===== src/rtl/rxf_pkg.sv =====
package rxf_pkg;
  localparam int unsigned BYTE_W = 8;
  typedef logic [BYTE_W-1:0] rx_byte_t;
  typedef struct packed {
    logic clr;
    logic push;
    logic pop;
  } fifo_op_t;
endpackage


===== src/rtl/rxf_store.sv =====
module rxf_store
  import rxf_pkg::*;
#(
  parameter int unsigned DEPTH = 16,
  localparam int unsigned AW = (DEPTH > 1) ? $clog2(DEPTH) : 1,
  localparam int unsigned CW = $clog2(DEPTH + 1)
) (
  input  logic     clk_i,
  input  logic     rst_ni,
  input  fifo_op_t op_i,
  input  rx_byte_t wr_data_i,
  output rx_byte_t rd_data_o,
  output logic [CW-1:0] count_o
);
  localparam logic [AW-1:0] LAST = AW'(DEPTH - 1);

  rx_byte_t mem [DEPTH];
  logic [AW-1:0] wr_ptr_q, rd_ptr_q;
  logic [CW-1:0] count_q;

  function automatic logic [AW-1:0] inc_ptr(input logic [AW-1:0] p);
    return (p == LAST) ? '0 : p + 1'b1;
  endfunction

  always_ff @(posedge clk_i) begin
    if (op_i.push) mem[wr_ptr_q] <= wr_data_i;
  end

  always_ff @(posedge clk_i or negedge rst_ni) begin
    if (!rst_ni) begin
      wr_ptr_q <= '0;
      rd_ptr_q <= '0;
      count_q  <= '0;
    end else if (op_i.clr) begin
      wr_ptr_q <= '0;
      rd_ptr_q <= '0;
      count_q  <= '0;
    end else begin
      if (op_i.push) wr_ptr_q <= inc_ptr(wr_ptr_q);
      if (op_i.pop)  rd_ptr_q <= inc_ptr(rd_ptr_q);
      unique case ({op_i.push, op_i.pop})
        2'b10:   count_q <= count_q + 1'b1;
        2'b01:   count_q <= count_q - 1'b1;
        default: count_q <= count_q;
      endcase
    end
  end

  assign rd_data_o = mem[rd_ptr_q];
  assign count_o   = count_q;
endmodule


===== src/rtl/rxf_idle_timer.sv =====
module rxf_idle_timer #(
  parameter int unsigned IDLE_BITS = 8,
  localparam int unsigned TW = $clog2(IDLE_BITS + 2)
) (
  input  logic clk_i,
  input  logic rst_ni,
  input  logic restart_i,
  input  logic tick_i,
  output logic idle_o
);
  localparam logic [TW-1:0] LIMIT = TW'(IDLE_BITS);

  logic [TW-1:0] cnt_q;

  // saturates one past LIMIT so the flag holds until restart
  always_ff @(posedge clk_i or negedge rst_ni) begin
    if (!rst_ni)                        cnt_q <= '0;
    else if (restart_i)                 cnt_q <= '0;
    else if (tick_i && cnt_q <= LIMIT)  cnt_q <= cnt_q + 1'b1;
  end

  assign idle_o = cnt_q > LIMIT;
endmodule


===== src/rtl/rxf_level_cmp.sv =====
module rxf_level_cmp #(
  parameter int unsigned CW = 5
) (
  input  logic [CW-1:0] count_i,
  input  logic [CW-1:0] thresh_i,
  output logic          hit_o
);
  always_comb begin
    hit_o = (thresh_i != '0) && (count_i >= thresh_i);
  end
endmodule


===== src/rtl/rx_idle_fifo.sv =====
module rx_idle_fifo
  import rxf_pkg::*;
#(
  parameter int unsigned DEPTH = 16,
  parameter int unsigned IDLE_BITS = 8,
  localparam int unsigned CW = $clog2(DEPTH + 1)
) (
  input  logic          clk_i,
  input  logic          rst_ni,
  input  logic          en_i,
  input  logic          clear_i,
  input  logic          idle_det_en_i,
  input  logic          rx_irq_en_i,
  input  logic [CW-1:0] thresh_i,
  input  logic          bit_tick_i,
  input  logic          wr_valid_i,
  input  logic [7:0]    wr_data_i,
  input  logic          rd_req_i,
  output logic [7:0]    rd_data_o,
  output logic          rd_valid_o,
  output logic [CW-1:0] count_o,
  output logic          full_o,
  output logic          overrun_o,
  output logic          level_hit_o,
  output logic          idle_o,
  output logic          irq_o
);
  localparam logic [CW-1:0] FULL_CNT = CW'(DEPTH);

  fifo_op_t      op;
  logic [CW-1:0] count;
  logic          empty, full, active, ovf_set, restart;
  logic          overrun_q, idle, level_hit;
  rx_byte_t      head;

  assign empty  = (count == '0);
  assign full   = (count == FULL_CNT);
  assign active = en_i && !clear_i;

  always_comb begin
    op.clr  = clear_i;
    op.push = active && wr_valid_i && !full;
    op.pop  = active && rd_req_i && !empty;
  end

  assign ovf_set = active && wr_valid_i && full;
  assign restart = clear_i || !en_i || !idle_det_en_i || empty || op.push || op.pop;

  always_ff @(posedge clk_i or negedge rst_ni) begin
    if (!rst_ni)       overrun_q <= 1'b0;
    else if (clear_i)  overrun_q <= 1'b0;
    else if (ovf_set)  overrun_q <= 1'b1;
  end

  rxf_store #(.DEPTH(DEPTH)) store_i (
    .clk_i     (clk_i),
    .rst_ni    (rst_ni),
    .op_i      (op),
    .wr_data_i (rx_byte_t'(wr_data_i)),
    .rd_data_o (head),
    .count_o   (count)
  );

  rxf_idle_timer #(.IDLE_BITS(IDLE_BITS)) timer_i (
    .clk_i     (clk_i),
    .rst_ni    (rst_ni),
    .restart_i (restart),
    .tick_i    (bit_tick_i),
    .idle_o    (idle)
  );

  rxf_level_cmp #(.CW(CW)) level_i (
    .count_i  (count),
    .thresh_i (thresh_i),
    .hit_o    (level_hit)
  );

  assign rd_data_o   = head;
  assign rd_valid_o  = !empty;
  assign count_o     = count;
  assign full_o      = full;
  assign overrun_o   = overrun_q;
  assign level_hit_o = level_hit;
  assign idle_o      = idle;
  assign irq_o       = rx_irq_en_i && (level_hit || idle);
endmodule


===== config.mk =====
export PLATFORM = sky130hd
export DESIGN_NAME = rx_idle_fifo
export DESIGN_NICKNAME = d
export VERILOG_FILES = /design/src/rtl/rxf_pkg.sv /design/src/rtl/rxf_store.sv /design/src/rtl/rxf_idle_timer.sv /design/src/rtl/rxf_level_cmp.sv /design/src/rtl/rx_idle_fifo.sv
export SDC_FILE = /design/constraint.sdc
export NUM_CORES = 1
export LEC_CHECK = 0
export ABC_AREA = 1
export BUFFER_PORTS_ARGS = -buffer_cell sky130_fd_sc_hd__clkbuf_2
export CORE_ASPECT_RATIO = 1.2
export CORE_MARGIN = 5
export CORE_UTILIZATION = 45
export DETAILED_ROUTE_END_ITERATION = 10
export PLACE_DENSITY = 0.7
export SKIP_LAST_GASP = 1
export SYNTH_ARGS = -nofsm -noshare
export SYNTH_HDL_FRONTEND = slang
export SYNTH_HIERARCHICAL = 1
export SYNTH_SLANG_ARGS = --single-unit

===== constraint.sdc =====
create_clock -name clk_i -period 2.86 [get_ports clk_i]
set_input_delay 0.572 -clock clk_i [delete_from_list [all_inputs] [get_ports clk_i]]
set_output_delay 0.572 -clock clk_i [all_outputs]
set_load 0.005 [all_outputs]

; ---- After elaboration in Yosys (flattened, before gate mapping)
; Memories as Yosys holds them, arrays and structs flattened.
; Index checks and enable logic that the tools add are counted.
[totals]
ff_bits = 18
latch_bits = 0
ramBits = 128
romBits = 0
in_bits = 22
output_inout_bits = 19
word_cells = 60
mem_count = 1
[classes]
add_sub_neg = 5
n_mul = 0
div = 0
n_lt_le_gt_ge = 3
eq_ne = 5
shift = 0
n_mux = 14
n_bitwise = 0
reduce_logical = 27
[memory_table]
columns = memory, depth, width, rd, rd_clocked_by_memory_dff, write_ports, line_no
row1 = store_i.mem, 16, 8, 1, 0, 1, rxf_store.sv:17  ; rx_byte_t mem [DEPTH];
[op_table]
columns = op, n
row1 = $mux W4, 8
row2 = $add A4 B1 Y4 const B, 3
row3 = $pmux W5 S2, 1
row4 = $logic_and A1 B1 Y1, 9
row5 = $eq A4 B4 Y1 const B, 2
row6 = $reduce_bool A2 Y1, 4
row7 = $logic_or A1 B1 Y1, 6
row8 = $add A5 B1 Y5 const B, 1
row9 = $eq A5 B5 Y1 const B, 1
row10 = $ge A5 B5 Y1, 1
row11 = $logic_not A1 Y1, 5
row12 = $logic_not A5 Y1, 1
row13 = $mux W5, 1
row14 = $reduce_bool A5 Y1, 1
row15 = $sub A5 B1 Y5 const B, 1
row16 = $gt A4 B4 Y1 const B, 1
row17 = $le A4 B4 Y1 const B, 1
row18 = $mux W1, 4
row19 = $reduce_bool A3 Y1, 1
row20 = $eq A2 B1 Y1 const B, 1
row21 = $eq A2 B2 Y1 const B, 1

; ---- Longest topological paths before layout
[depth]
word_depth = 7
depth_mapped = 19
depth_no_buf = 18

; ---- By module
; Netlist, hierarchy kept.
[modules_own_cells]
columns = mod, instances, cells_each, area_each_um2, seq_area_each_um2
row1 = rxf_store, 1, 497, 5903.2, 4169.0
row2 = rxf_idle_timer, 1, 31, 246.5, 100.1
row3 = rx_idle_fifo, 1, 26, 160.2, 25.0
row4 = rxf_level_cmp, 1, 27, 150.1, 0.0

; ---- Worst setup path before layout
; OpenSTA, ideal clock, no wires.
[synth_path]
path_kind = input to register
startpoint = input clear_i
endpoint = memory store_i/mem[7][0] in the netlist's numbering, enable pin
setup_time_ns = 0.383
t_arrival_ns = 1.750
t_required_ns = 2.477
path_slack_ns = 0.726
path_stages = 8
n_path_buf = 1
path_cell_list = inv_2 > nand2_2 > nor2_2 > nand2_1 > inv_1 > buf_4 > nand2_1 > nor3_1
[synth_rtl]
columns = item, line_no
row1 = start: declaration, rx_idle_fifo.sv:11  ; input logic clear_i,
row2 = end: declaration, rxf_store.sv:17

; ---- Worst setup path after layout
[layout_path]
startpoint = register store_i.rd_ptr_q[1]
endpoint = output rd_data_o[1]
[layout_via]
elab_chain_len = 1
[layout_lines]
columns = item, line_no
row1 = start: declaration, rxf_store.sv:18  ; logic [AW-1:0] wr_ptr_q, rd_ptr_q;
row2 = start signal: assignment, rxf_store.sv:40  ; if (op_i.pop) rd_ptr_q <= inc_ptr(rd_ptr_q);
row3 = $mem_v2 Z16 W8, n/a
row4 = end: declaration, rx_idle_fifo.sv:19  ; output logic [7:0] rd_data_o,
; Every way passes these cells.

==> flow_summary.rst <==
.. list-table::
   :header-rows: 1

   * - Metric
     - Value
   * - FMAX
     - 372 MHz
   * - Type of the worst setup path
     - reg2out
   * - Area share of the leading cell type in the synthesized netlist
     - 59.5%
   * - Total congestion overflow after global routing
     - 0
   * - Average footprint of a synthesized cell
     - 11.1 µm²
   * - RSZ-0062 raised after global routing
     - no
   * - Netlist area before placement
     - 6460 µm²
   * - Die Footprint
     - 16900 µm²
   * - Endpoint required time on the critical path
     - 2.29 ns
   * - Final cell area excluding filler cells
     - 7500 µm²
   * - Arrival time of the worst setup path
     - 2.11 ns
   * - Path depth of the worst reg2reg path
     - 14
   * - Maximum resistive drop on vdd
     - 305 µV
   * - Number of nets in the layout
     - 677
   * - Initial standard-cell utilization of the core
     - 45.4%
   * - Ranking of synthesized cells by area
     - sky130_fd_sc_hd__edfxtp_1, sky130_fd_sc_hd__dfrtp_1, sky130_fd_sc_hd__nor2_1, sky130_fd_sc_hd__o21ai_0, sky130_fd_sc_hd__nand2_1
   * - Least setup slack across all paths after layout
     - 0.173 ns
   * - Detailed Routing Iterations Pass 1
     - 5
   * - Fin. Hold Viols
     - 0
   * - Power per Cell Area
     - 656 nW/µm²
   * - Total routing resource utilization after global routing
     - 18.3%
   * - Max FO, Critical Path
     - 17
   * - Max-slew violation count
     - 0
   * - Layout cell share with drive strength beyond 1
     - 17.6%
   * - Antenna diode instance count
     - 0
   * - Count of clock tree sinks
     - 146
   * - Number of nets with antenna violations after routing
     - 0
   * - Worst slew slack as a fraction of its limit
     - 49.5%
   * - Mapped Cells
     - 581
   * - Number of warning messages in the yosys log
     - 6
   * - Total placed cells including tap cells
     - 797
   * - Width of the die
     - 119 µm
   * - DP Wirelength
     - 9.69 mm
   * - Root Buffer
     - sky130_fd_sc_hd__clkbuf_16
   * - Standard cell area after detailed placement
     - 6930 µm²
   * - First DRT Iteration DRCs
     - 391
   * - Critical Path End Type
     - output pin
   * - Most area-hungry cell type in the Yosys netlist
     - sky130_fd_sc_hd__edfxtp_1
   * - CP Cell Sequence
     - buf_4 > inv_2 > o21ai_1 > o22ai_1 > nand2_1 > nand3_1 > clkbuf_2
   * - Count of unique library cells instantiated by Yosys
     - 29
   * - Number of antenna violations at the first check in global routing
     - 0
   * - Crit-path slowest cell
     - sky130_fd_sc_hd__dfrtp_1
   * - Critical register-to-register path endpoint
     - store_i/count_o[4]$_DFFE_PN0P_
   * - Worst Tran Pin Value
     - 0.754 ns
   * - Final clock period utilization by the worst path
     - 93.9%
   * - Min Hold Slack
     - 0.100 ns
   * - Static leakage power
     - 2.88 nW
   * - Post-synthesis async set-or-reset flop share
     - 12.3%
   * - Total length of routed wires
     - 14.4 mm
   * - Setup slack, reg-to-reg
     - 0.76 ns
   * - Mapped Nets
     - 617
   * - Die height
     - 141 µm
   * - Final Total Pwr
     - 4.92 mW
   * - Top Ports
     - 41
   * - Synthesis-to-finish area growth
     - 16.1%
   * - Fin Setup TNS
     - 0 ns
   * - WL per Instance
     - 17.4 µm
   * - Final RePlAce weighted congestion
     - 0.818
   * - Worst reg2reg startpoint
     - store_i/count_o[0]$_DFFE_PN0P_
   * - Startpoint class of the critical path
     - register
   * - CTS max path bufs
     - 2
   * - TritonCTS clock tree
     - built
   * - Synth Register Bits
     - 146
   * - Total of endpoints with negative setup slack in the final report
     - 0
   * - Count of buffers inserted at the top-level ports
     - 40
   * - Largest net degree at the start of global routing
     - 67
   * - Class of the worst hold path
     - in2async
   * - Core Box Area
     - 14200 µm²
   * - Worst-path clk slew
     - 0.06 ns
   * - Clock latency on the worst-skew pair
     - 0.42 ns
   * - Final routed DRC violation total
     - 0
   * - Worst-case clock skew
     - 0.00883 ns
   * - Global-route wire length before repair
     - 23.7 mm
   * - Critical Path Max Stage Delay
     - 0.49 ns
   * - Drt via density
     - 5.53
   * - Final non-filler cell total
     - 829
   * - Post-synth EDFFs
     - 128
   * - CP bufs+invs
     - 3
   * - Maximum level of the CTS H-tree
     - 4
   * - FP Rows
     - 48
   * - Most instantiated flip-flop cell in the synthesis netlist
     - sky130_fd_sc_hd__edfxtp_1
   * - Crit-path leading delay family
     - buffers and inverters
   * - Final critical delay including setup and external delays
     - 2.69 ns
   * - Final core utilization
     - 52.7%
   * - Seq/Total Area, Yosys
     - 66.5%
   * - Setup Buffers After CTS
     - 0
   * - Total CTS buffers
     - 17
   * - Setup Slack @ Placement
     - 0.520 ns
   * - Count of max-cap constraint violations
     - 0
   * - Vias in the first global route
     - 4626
   * - Vias
     - 4584
   * - Result of the run
     - finished, final reports clean
-- layout by cell type, fill, tap and decap left out, types with 14 or more instances in the layout --
cell | synthesis | layout
sky130_fd_sc_hd__o21ai_0 | 52 | 52
sky130_fd_sc_hd__o211ai_1 | 17 | 17
sky130_fd_sc_hd__nand3_1 | 39 | 39
sky130_fd_sc_hd__ha_1 | 14 | 14
sky130_fd_sc_hd__nor2_1 | 107 | 107
sky130_fd_sc_hd__o21ai_1 | 24 | 24
sky130_fd_sc_hd__o22ai_1 | 18 | 18
sky130_fd_sc_hd__clkbuf_16 | 0 | 17
sky130_fd_sc_hd__nand2_1 | 64 | 64
sky130_fd_sc_hd__buf_4 | 5 | 23
sky130_fd_sc_hd__clkbuf_2 | 0 | 40
sky130_fd_sc_hd__dfrtp_1 | 18 | 17
sky130_fd_sc_hd__inv_1 | 39 | 39
sky130_fd_sc_hd__edfxtp_1 | 128 | 128
-- state kept, by name (all words and copies together), names as in the netlist --
name,flops
store_i/mem,128
store_i/count_o,5
store_i/rd_ptr_q,4
store_i/wr_ptr_q,4
timer_i/cnt_q,4
overrun_o,1
-- synthesized netlist by cell type, drive strengths merged (3+ instances only) --
cell / number
a21oi: 7
o211ai: 17
o22ai: 18
nor2: 112
clkbuf: 7
xor2: 3
buf: 17
inv: 44
nand2: 70
edfxtp: 128
clkinv: 3
dfrtp: 18
nand3: 41
ha: 14
o21ai: 76
-- kinds of logic (layout without fill, tap and decap cells) --
kind of cell	after synthesis	after routing	share of synthesized area (%)
AO/OA/AOI/OAI	121	121	10.6
XOR/XNOR	3	3	0.407
adder cells (fa/ha/maj)	14	14	2.71
flip-flops	146	146	66.5
buffers and inverters	71	144	5.11
AND/OR/NAND/NOR	226	226	14.7
-- worst max path at each step --
stage / start / endpoint / slack, ns / depth (start not counted)
2_1_floorplan: clear_i / store_i/mem[7][0]$_DFFE_PP_ / 0.73 / 8
3_3_place_gp: store_i/rd_ptr_q[1]$_DFFE_PN0P_ / rd_data_o[1] / 0.65 / 7
3_5_place_dp: clear_i / store_i/count_o[4]$_DFFE_PN0P_ / 0.52 / 15
4_1_cts: store_i/rd_ptr_q[1]$_DFFE_PN0P_ / rd_data_o[1] / 0.17 / 7
5_1_grt: store_i/rd_ptr_q[1]$_DFFE_PN0P_ / rd_data_o[6] / 0.02 / 7
6_report: store_i/rd_ptr_q[1]$_DFFE_PN0P_ / rd_data_o[1] / 0.17 / 7
-- report_power, final --
part | internal [mW] | total [mW] | leakage (nW) | switching, mW
registers | 2.34 | 2.38 | 1.40 | 0.0408
clock network | 1.27 | 2.10 | 0.274 | 0.825
logic | 0.155 | 0.442 | 1.20 | 0.287
total | 3.77 | 4.92 | 2.88 | 1.15
-- metal layers --
| metal | track usage (%) | part of all wire (%) | up-vias |
|---|---|---|---|
| met5 | 0 | 0 | - |
| met4 | 7.12 | 1.8 | 0 |
| met3 | 4.19 | 5.8 | 19 |
| met2 | 32.0 | 53 | 164 |
| met1 | 21.9 | 40 | 2243 |
| li1 | - | - | 2158 |
-- repair_timing --
action,4_1_cts,5_1_grt
hold buffers,0,0
gates resized for setup,0,1
endpoints found under the setup margin,0,1
-- layout make-up --
type                       count  area [µm²]
clock buffer                  17         425
clock inverter                15         141
fill                        1212        6740
inverter                      47         176
multi-input combinational    364        1840
sequential                   146        4300
tap                          175         219
timing repair buffer          65         404
Note: power is estimated with default switching activity, not from simulation.
